File: config.mk
export PLATFORM = sky130hd
export DESIGN_NAME = sticky_irq_agg
export DESIGN_NICKNAME = d
export VERILOG_FILES = /design/src/rtl/sticky_irq_pkg.sv /design/src/rtl/sirq_err_latch.sv /design/src/rtl/sirq_cause.sv /design/src/rtl/sirq_line_fsm.sv /design/src/rtl/sticky_irq_agg.sv
export SDC_FILE = /design/constraint.sdc
export NUM_CORES = 1
export LEC_CHECK = 0
export BUFFER_PORTS_ARGS = -buffer_cell sky130_fd_sc_hd__buf_4
export CORE_AREA = 4 4 66 68
export DETAILED_ROUTE_END_ITERATION = 7
export DIE_AREA = 0 0 70 72
export PLACE_DENSITY = 0.47
export SLEW_MARGIN = 5
export SYNTH_ARGS = -nofsm -noshare
export SYNTH_HDL_FRONTEND = slang
export SYNTH_SLANG_ARGS = --single-unit
export TNS_END_PERCENT = 10
File: constraint.sdc
create_clock -name clk -period 2.3 [get_ports clk]
set_input_delay 0.46 -clock clk [delete_from_list [all_inputs] [get_ports clk]]
set_output_delay 0.46 -clock clk [all_outputs]
set_load 0.1 [all_outputs]
File: src/rtl/sticky_irq_pkg.sv
package sticky_irq_pkg;

    localparam int SEL_W = 3;

    typedef enum logic [SEL_W-1:0] {
        SEL_PEND  = 3'd0,
        SEL_LNEN  = 3'd1,
        SEL_FORCE = 3'd2,
        SEL_EMASK = 3'd3,
        SEL_ESTAT = 3'd4,
        SEL_VMASK = 3'd5
    } reg_sel_e;

    typedef enum logic {
        LN_CLEAR   = 1'b0,
        LN_PENDING = 1'b1
    } line_state_e;

    localparam int LINE_ERR = 0;
    localparam int LINE_EVT = 1;
    localparam int N_LINES  = 2;

endpackage

File: src/rtl/sirq_err_latch.sv
module sirq_err_latch #(
    parameter int W = 6
) (
    input  logic         clk,
    input  logic         rst_n,
    input  logic [W-1:0] set_i,
    input  logic [W-1:0] clr_i,
    output logic [W-1:0] stat_o
);
    logic [W-1:0] stat_q;

    // a set in the same cycle as a clear wins
    always_ff @(posedge clk or negedge rst_n) begin
        if (!rst_n) stat_q <= '0;
        else        stat_q <= (stat_q & ~clr_i) | set_i;
    end

    assign stat_o = stat_q;
endmodule

File: src/rtl/sirq_cause.sv
module sirq_cause #(
    parameter int           W     = 6,
    parameter logic [W-1:0] RAISE = '1
) (
    input  logic         force_i,
    input  logic [W-1:0] src_i,
    input  logic [W-1:0] mask_i,
    output logic         cause_o
);
    always_comb begin
        cause_o = force_i | (|(src_i & mask_i & RAISE));
    end
endmodule

File: src/rtl/sirq_line_fsm.sv
module sirq_line_fsm
    import sticky_irq_pkg::*;
(
    input  logic clk,
    input  logic rst_n,
    input  logic en_i,
    input  logic cause_i,
    input  logic clr_i,
    output logic pending_o,
    output logic irq_o
);
    line_state_e cur_q, nxt;

    always_comb begin
        nxt = cur_q;
        unique case (cur_q)
            LN_CLEAR:   if (en_i && cause_i) nxt = LN_PENDING;
            LN_PENDING: if (clr_i)           nxt = LN_CLEAR;
            default:                         nxt = LN_CLEAR;
        endcase
    end

    always_ff @(posedge clk or negedge rst_n) begin
        if (!rst_n) cur_q <= LN_CLEAR;
        else        cur_q <= nxt;
    end

    always_comb begin
        pending_o = (cur_q == LN_PENDING);
        irq_o     = pending_o & en_i;
    end
endmodule

File: src/rtl/sticky_irq_agg.sv
module sticky_irq_agg
    import sticky_irq_pkg::*;
#(
    parameter int               ERR_W     = 6,
    parameter int               EVT_W     = 6,
    parameter logic [ERR_W-1:0] EMASK_RST = 6'h1F,
    parameter logic [ERR_W-1:0] ERR_RAISE = 6'b011001,
    parameter logic [EVT_W-1:0] EVT_RAISE = 6'b010011,
    localparam int              DW        = (ERR_W > EVT_W) ? ERR_W : EVT_W
) (
    input  logic             clk,
    input  logic             rst_n,
    input  logic             wr_en,
    input  logic [SEL_W-1:0] wr_sel,
    input  logic [DW-1:0]    wr_data,
    input  logic [SEL_W-1:0] rd_sel,
    output logic [DW-1:0]    rd_data,
    input  logic [ERR_W-1:0] err_pulse,
    input  logic [EVT_W-1:0] evt_level,
    output logic             irq_err,
    output logic             irq_evt
);
    logic [N_LINES-1:0] ien;
    logic [N_LINES-1:0] istate;
    logic [N_LINES-1:0] line_irq;
    logic [N_LINES-1:0] force_now;
    logic [N_LINES-1:0] pend_clr;
    logic [N_LINES-1:0] cause;
    logic [ERR_W-1:0]   emask;
    logic [EVT_W-1:0]   vmask;
    logic [ERR_W-1:0]   estat;
    logic [ERR_W-1:0]   estat_clr;

    always_comb begin
        force_now = '0;
        pend_clr  = '0;
        estat_clr = '0;
        if (wr_en && wr_sel == SEL_FORCE) force_now = wr_data[N_LINES-1:0];
        if (wr_en && wr_sel == SEL_PEND)  pend_clr  = wr_data[N_LINES-1:0];
        if (wr_en && wr_sel == SEL_ESTAT) estat_clr = wr_data[ERR_W-1:0];
    end

    always_ff @(posedge clk or negedge rst_n) begin
        if (!rst_n) begin
            ien   <= '0;
            emask <= EMASK_RST;
            vmask <= '0;
        end else if (wr_en) begin
            if (wr_sel == SEL_LNEN)  ien   <= wr_data[N_LINES-1:0];
            if (wr_sel == SEL_EMASK) emask <= wr_data[ERR_W-1:0];
            if (wr_sel == SEL_VMASK) vmask <= wr_data[EVT_W-1:0];
        end
    end

    sirq_err_latch #(.W(ERR_W)) u_estat (
        .clk    (clk),
        .rst_n  (rst_n),
        .set_i  (err_pulse),
        .clr_i  (estat_clr),
        .stat_o (estat)
    );

    sirq_cause #(.W(ERR_W), .RAISE(ERR_RAISE)) u_err_cause (
        .force_i (force_now[LINE_ERR]),
        .src_i   (estat),
        .mask_i  (emask),
        .cause_o (cause[LINE_ERR])
    );

    sirq_cause #(.W(EVT_W), .RAISE(EVT_RAISE)) u_evt_cause (
        .force_i (force_now[LINE_EVT]),
        .src_i   (evt_level),
        .mask_i  (vmask),
        .cause_o (cause[LINE_EVT])
    );

    for (genvar g = 0; g < N_LINES; g++) begin : g_line
        sirq_line_fsm u_fsm (
            .clk       (clk),
            .rst_n     (rst_n),
            .en_i      (ien[g]),
            .cause_i   (cause[g]),
            .clr_i     (pend_clr[g]),
            .pending_o (istate[g]),
            .irq_o     (line_irq[g])
        );
    end

    assign irq_err = line_irq[LINE_ERR];
    assign irq_evt = line_irq[LINE_EVT];

    always_comb begin
        rd_data = '0;
        case (rd_sel)
            SEL_PEND:  rd_data = DW'(istate);
            SEL_LNEN:  rd_data = DW'(ien);
            SEL_EMASK: rd_data = DW'(emask);
            SEL_ESTAT: rd_data = DW'(estat);
            SEL_VMASK: rd_data = DW'(vmask);
            default:   rd_data = '0;
        endcase
    end
endmodule

==> results of run 1 <==
-- metrics by stage --
stage / instances / instance area, um^2 / worst slack [ps]
2_1_floorplan: 94 / 1120 / -557
3_3_place_gp: 174 / 1410 / 299
3_5_place_dp: 174 / 1410 / 307
4_1_cts: 178 / 1450 / 287
5_1_grt: 178 / 1450 / 246
6_report: 178 / 1450 / 290
-- cells in the final DEF (no fill, tap or decap), drive strengths merged, types with 3 or more instances in the layout --
master	instances
buf	31
dfrtp	17
mux2	12
nand2	10
o21ai	8
a21o	6
dfstp	5
mux2i	4
o2bb2ai	4
a22oi	4
clkbuf	4
and2	3
nand2b	3
-- final cells by class --
type	count	share of cell area, %
Clock buffer	4	3.10
Sequential cell	22	38.3
Timing Repair Buffer	31	16.0
Multi-Input combinational cell	69	37.7
Inverter	2	0.517
Tap cell	50	4.31
-- routing by layer --
layer | global-route usage [%] | up-vias | wire [um]
met1 | 14.1 | 433 | 1200
met3 | 2.35 | 5 | 109
met5 | 0 | - | 0
met2 | 18.9 | 19 | 1340
met4 | 4.47 | 0 | 44
li1 | - | 424 | -
-- state kept, by name (all words and copies together), names as in the netlist --
register                flops
ien                         2
u_estat.stat_o              6
g_line.u_fsm.pending_o      2
vmask                       6
emask                       6
-- cell usage after synthesis --
library cell                number
sky130_fd_sc_hd__and4bb_2        1
sky130_fd_sc_hd__dfstp_2         5
sky130_fd_sc_hd__mux2_1          3
sky130_fd_sc_hd__mux2i_1         4
sky130_fd_sc_hd__and4bb_1        1
sky130_fd_sc_hd__nand4b_2        2
sky130_fd_sc_hd__o21ai_0         4
sky130_fd_sc_hd__and2b_1         1
sky130_fd_sc_hd__or4b_1          1
sky130_fd_sc_hd__nor2b_1         1
sky130_fd_sc_hd__a22oi_1         4
sky130_fd_sc_hd__nor2_1          1
sky130_fd_sc_hd__a21o_1          6
sky130_fd_sc_hd__o2bb2ai_1       4
sky130_fd_sc_hd__inv_1           2
sky130_fd_sc_hd__o21a_1          2
sky130_fd_sc_hd__nand4bb_1       1
sky130_fd_sc_hd__o21ai_1         4
sky130_fd_sc_hd__and2_1          3
sky130_fd_sc_hd__a222oi_1        2
sky130_fd_sc_hd__nand2_1        10
sky130_fd_sc_hd__nand2b_1        3
sky130_fd_sc_hd__dfrtp_1        17
sky130_fd_sc_hd__mux2_2          9
sky130_fd_sc_hd__buf_2           1
sky130_fd_sc_hd__o22ai_1         2
-- worst max-delay path: cells and delay by family (launching register included) --
kind / cells / cell delay, ps
AO/OA/AOI/OAI: 2 / 330
buffers and inverters: 1 / 240
multiplexers: 1 / 310
flip-flops: 1 / 410
-- path summary, 6_finish.rpt --
path	cells past startpoint	slack, ps	to
worst min-delay path	1	70	u_estat.stat_o[1]
min in group clk	2	370	u_estat.stat_o[1]
max in group asynchronous	1	1950	emask[4]
worst max register to register	3	1230	g_line[0].u_fsm.pending_o
worst max-delay path	4	290	rd_data[0]
worst min register to register	1	480	u_estat.stat_o[1]
-- cell families (layout without fill, tap and decap cells) --
kind of cell	after synthesis	in the layout	synth area share [%]
AOI/OAI and AO/OA	28	28	17.8
muxes	16	16	15.8
and+or+nand+nor	25	25	15.2
buffers and inverters	3	37	1.13
DFF	22	22	50.1
-- power breakdown --
group | internal [W] | switching (W)
sequential | 0.000471 | 0.0000550
clock | 0.000123 | 0.000122
combinational | 0.000149 | 0.000282
==> metrics list, run 1 <==
- Vias in the first global route: 956
- Number of distinct library cell variants in the gate-level netlist after synthesis: 26
- The cell sitting at the root of the clock tree is a sky130_fd_sc_hd__clkbuf_8.
- Biggest fanout along the worst timing path: 3
- The final number of max-transition violations was 0.
- Hold repair after CTS inserted 0 buffers.
- Slew Limit Headroom: 78.7%
* Worst setup startpoint: vmask[0]
- Die Height: 72 um
- Largest clock skew in the final design: 6.66 ps
- Average wire length per cell after detail routing: 15.1 um
- Post-Synthesis Cells: 94
* CTS tree: built
* Clk sink count: 22
- Gr usage total: 11.2%
* Number of gates resized after cts: 0
* Number of cell rows: 23
* Run status: finished, final reports clean
* First drt pass iteration count: 4
* Average instance area after synthesis: 11.8 um^2
- Power density over the cells: 827 nW/um^2
- By startpoint and endpoint, the worst setup path is classified as flop to output port.
- Endpoint class of the critical path: output port
- Longest Clk Path Bufs: 2
- Post-synthesis sequential area ratio: 50.1%
- Vias per Instance: 4.95
- The path class of the tightest hold or removal check is input pin to async pin.
- First-pass GRT wire length: 4470 um
* Total negative slack: 0 ps
- For this configuration, the core starts out at a cell density of 28.8%.
* Final Wtd Congestion: 0.719
- After clock tree synthesis, the clock-pin slew on the worst setup and hold paths is 80 ps.
- The total overflow left after global routing is 0.
* Number of buffer cells added on primary ports: 31
- Warning count from the yosys run: 0
* Initial antenna violation count: 0
- The slowest stage of the critical path belongs to the cell sky130_fd_sc_hd__dfrtp_1.
* Highest attainable clock frequency: 498 MHz
* Largest cells by area after synthesis: sky130_fd_sc_hd__dfrtp_1 (38%), sky130_fd_sc_hd__dfstp_2 (12%), sky130_fd_sc_hd__mux2_2 (9.1%)
* Layout-stage area growth over the synthesis result: 30.7%
* WP data arrival: 1550 ps
* I/O pin cnt: 35
- Crit path launch type: flop
* Post-layout nets: 156
- Setup Fix Bufs, Post-CTS: 0
* RSZ-0062 raised after global routing: false
- The tool flagged a number of max-cap violations equal to 0.
- In this run the number of H-tree levels came out at 1.
* Die span in x: 70 um
- CTS Buf Count: 3
- Sequence of cells on the critical path: mux2_1 -> a22oi_1 -> o22ai_2 -> buf_4
- Hold timing on the final database bottoms out at a slack of 67.6 ps.
- Summing all flip-flop and latch instances after layout gives 557 um^2.
- Total Power Consumption: 0.00120 W
* Post-synthesis register bit count: 22
- Clock latency of the later-clocked register in the worst-skew pair: 260 ps
* Leak: 0.616 nW
- Setup violations remaining at the end of the flow were counted as 0.
- Share of the cycle needed by the critical path after routing: 87.4%
- Core area: 3860 um^2
- After detailed routing, the number of remaining DRC violations is 0.
- The final layout contains routed wiring with a total length of 2690 um.
* Area fraction of the dominant cell type after synthesis: 38.3%
- 0 antenna diodes ended up in the layout.
* Total vias in the final route: 881
* Worst Max-Slew Pin Slew: 318 ps
- Fraction of layout cells with a size suffix above 1: 40.6%
- Die area: 5040 um^2
- Post-Syn Area: 1110 um^2
* Total area of multi-input combinational cells: 548 um^2
- Entering global routing, the biggest net connects 23 pins.
- Worst flop-to-flop path startpoint: u_estat.stat_o[0]
* Time the worst path needs with I/O delays and setup: 2010 ps
- The number of hold violations in the final report was 0.
- The detailed router finished its first iteration with 13 violations.
- Post-detailed-route count of antenna-violating nets: 0
* Fill cells: 404
* Worst EP required: 1840 ps
* Worst IR drop on VDD: 326 uV
* Stage delay of the slowest cell on the critical path: 410 ps
* Net count after synthesis: 121
* Utilization after layout: 37.7%
- Library cell occupying the most area in the post-synthesis netlist: sky130_fd_sc_hd__dfrtp_1
(Power assumes the default switching activity.)
==> run 2: changes to the inputs <==
--- a/config.mk
+++ b/config.mk
@@ -7,9 +7,10 @@
 export LEC_CHECK = 0
 export BUFFER_PORTS_ARGS = -buffer_cell sky130_fd_sc_hd__buf_4
 export CORE_AREA = 4 4 66 68
+export CTS_CLUSTER_DIAMETER = 80
 export DETAILED_ROUTE_END_ITERATION = 7
 export DIE_AREA = 0 0 70 72
-export PLACE_DENSITY = 0.47
+export SETUP_SLACK_MARGIN = 0.05
 export SLEW_MARGIN = 5
 export SYNTH_ARGS = -nofsm -noshare
 export SYNTH_HDL_FRONTEND = slang
==> metrics list, run 2 (synthesis gave the netlist of run 1 again) <==
- The area of all placed cells without fillers came to 1460 um^2 (+0.69%).
* Clk sink count: 22 (unchanged)
* Number of hold-repair buffers added at the cts stage: 0 (unchanged)
- Post-detailed-route count of antenna-violating nets: 0 (unchanged)
- First DRT Iteration DRCs: 24 (+11)
- The placement row count is 23 (unchanged).
- The leakage power was 0.622 nW (+0.98%).
- Total routed wirelength: 2700 um (+0.37%)
* CTS Buf Count: 3 (unchanged)
- Register-to-register setup slack: 1200 ps (-30 ps)
- Power density over the cells: 848 nW/um^2 (+2.5%)
- The total chip power came to 0.00124 W (+3.2%).
* Endpoint class of the critical path: output port
* Maximum number of pins on one net before global-route repair: 23 (unchanged)
- Worst flop-to-flop path startpoint: u_estat.stat_o[0]
* Vias per Instance: 5.00 (+1.0%)
* Critical setup path kind: flop to output port
- The final number of max-transition violations is 0 (unchanged).
- The worst path setup slack after routing came to 295 ps (+4.74 ps).
- Final HPWL from detailed placement: 2080 um
* Biggest fanout along the worst timing path: 3 (unchanged)
* Clk slew on worst S/H paths: 80 ps (about the same)
* Worst IR drop on VDD: 315 uV (-3.2%)
* Gr usage total: 11.3% (+0.10 points)
* Post-layout nets: 156 (unchanged)
* Vias in the first global route: 951 (-0.52%)
* H-tree depth: 1 (unchanged)
- RSZ-0062 raised after global routing: false
* Time the worst path needs with I/O delays and setup: 2010 ps (-4.74 ps)
* Worst setup startpoint: vmask[0]
* Number of buffer cells added on primary ports: 31 (unchanged)
- The post-cts resize count was 0 (unchanged).
* Highest-count cells in the layout ignoring fill and taps: sky130_fd_sc_hd__buf_4 (31), sky130_fd_sc_hd__dfrtp_1 (17), sky130_fd_sc_hd__nand2_1 (10)
- Number of failing setup endpoints in the final timing report: 0 (unchanged)
* Largest clock skew in the final design: 3.84 ps (-2.82 ps)
* Final Wtd Congestion: 0.786 (+9.3%)
- WP data arrival: 1550 ps (about the same)
- Cell depth of the worst flop-to-flop path: 3 (unchanged)
* Fill cells: 420 (+4.0%)
* Root Buffer Master: sky130_fd_sc_hd__clkbuf_8
- The overflow left after global routing was 0 (unchanged).
- Die Height: 72 um (unchanged)
- Die span in x: 70 um (unchanged)
- The total instance count after detailed placement came to 174 (unchanged).
- The library cell used most frequently in the layout, excluding fill and tap cells, is sky130_fd_sc_hd__buf_4.
- The detailed-router iteration count before antenna repair came to 4 (unchanged).
- Worst EP required: 1840 ps (about the same)
- The endpoint identified for the worst register-to-register timing path is g_line[0].u_fsm.pending_o.
* Number of remaining DRC errors: 0 (unchanged)
- First-pass GRT wire length: 4480 um (+0.16%)
- The tightest min-delay check is of the input pin to async pin type.
* Worst slack at placement: 308 ps (+0.568 ps)
- The insertion delay to the later sink of the worst-skew pair came to 260 ps (about the same).
- Highest attainable clock frequency: 499 MHz (+0.24%)
- Antenna Cells: 0 (unchanged)
* Non-filler instance count after layout: 178 (unchanged)
- Fraction of layout cells with a size suffix above 1: 41.4% (+0.78 points)
* Max-capacitance violation count: 0 (unchanged)
- The flow ran to the end, and the final reports show no timing, DRC or antenna violations.
- The final clock period utilization by the worst path is 87.2% (-0.21 points).
- The detailed-route wire length per cell was 15.2 um (+0.37%).
* Slew Limit Headroom: 79.0% (+0.30 points)
* I/O pin cnt: 35 (unchanged)
* Layout-stage area growth over the synthesis result: 31.6%
- STA classifies the critical path startpoint as a flop.
* Post-DP Area: 1410 um^2 (unchanged)
- Utilization after layout: 37.9% (+0.26 points)
- CTS tree: built
* Total vias in the final route: 890 (+1.0%)
- The starting density of the core came to 28.8% (unchanged).
* Final hold violation count: 0 (unchanged)
- The actual transition at the worst max-transition pin was 314 ps (-4.45 ps).
- The critical path ends at rd_data[0].
- The initial antenna violation count was 0 (unchanged).
* Longest Clk Path Bufs: 2 (unchanged)
- Core area: 3860 um^2 (unchanged)
* Die area: 5040 um^2 (unchanged)
* Setup Fix Bufs, Post-CTS: 0 (unchanged)
-- run 2: changes by cell type in the layout (fill, tap and decap cells not counted) --
cell	delta
sky130_fd_sc_hd__clkbuf_8	+1
sky130_fd_sc_hd__clkbuf_1	-1
-- run 2: layer usage --
metal,track usage [%],up-vias,share of wire [%]
li1,-,424,-
met1,13.9,439,43
met2,19.6,23,50
met3,2.22,4,5.5
met4,4.47,0,1.4
met5,0,-,0
-- run 2: cell type report --
type / instances / area (um^2) / area share, %
multi-input cells: 69 / 548 / 37.5
repair buffers: 31 / 233 / 15.9
flip-flops and latches: 22 / 557 / 38.1
inverters: 2 / 7.51 / 0.513
well taps: 50 / 62.6 / 4.28
clock buffers: 4 / 55.1 / 3.76
-- run 2: metrics by stage --
stage | setup TNS, ps | hold WS (ps)
5_1_grt | 0 | 82.0
4_1_cts | 0 | 77.2
3_3_place_gp | 0 | 356
6_report | 0 | 68.8
2_1_floorplan | -1990 | 164
3_5_place_dp | 0 | 365
-- run 2: power breakdown --
| group | switching [W] | internal (W) | leakage (nW) | total [W] |
|---|---|---|---|---|
| clock network | 0.000129 | 0.000153 | 0.0288 | 0.000282 |
| registers | 0.0000563 | 0.000471 | 0.236 | 0.000527 |
| logic | 0.000283 | 0.000149 | 0.357 | 0.000431 |
-- run 2: critical path, stage by stage, from the launching register on --
cell and delay, ps:
sky130_fd_sc_hd__dfrtp_1 400, sky130_fd_sc_hd__mux2_1 310, sky130_fd_sc_hd__a22oi_1 230, sky130_fd_sc_hd__o22ai_2 100, sky130_fd_sc_hd__buf_4 240
-- run 2: how the worst min path moves through the flow --
stage | startpoint | to | slack, ps | cells past startpoint
after floorplan | rst_n | emask[5] | 160 | 0
after global placement | rst_n | ien[1] | 360 | 1
after detailed placement | rst_n | ien[1] | 360 | 1
after CTS | rst_n | vmask[3] | 80 | 1
after global routing | rst_n | u_estat.stat_o[1] | 80 | 1
final | rst_n | u_estat.stat_o[1] | 70 | 1
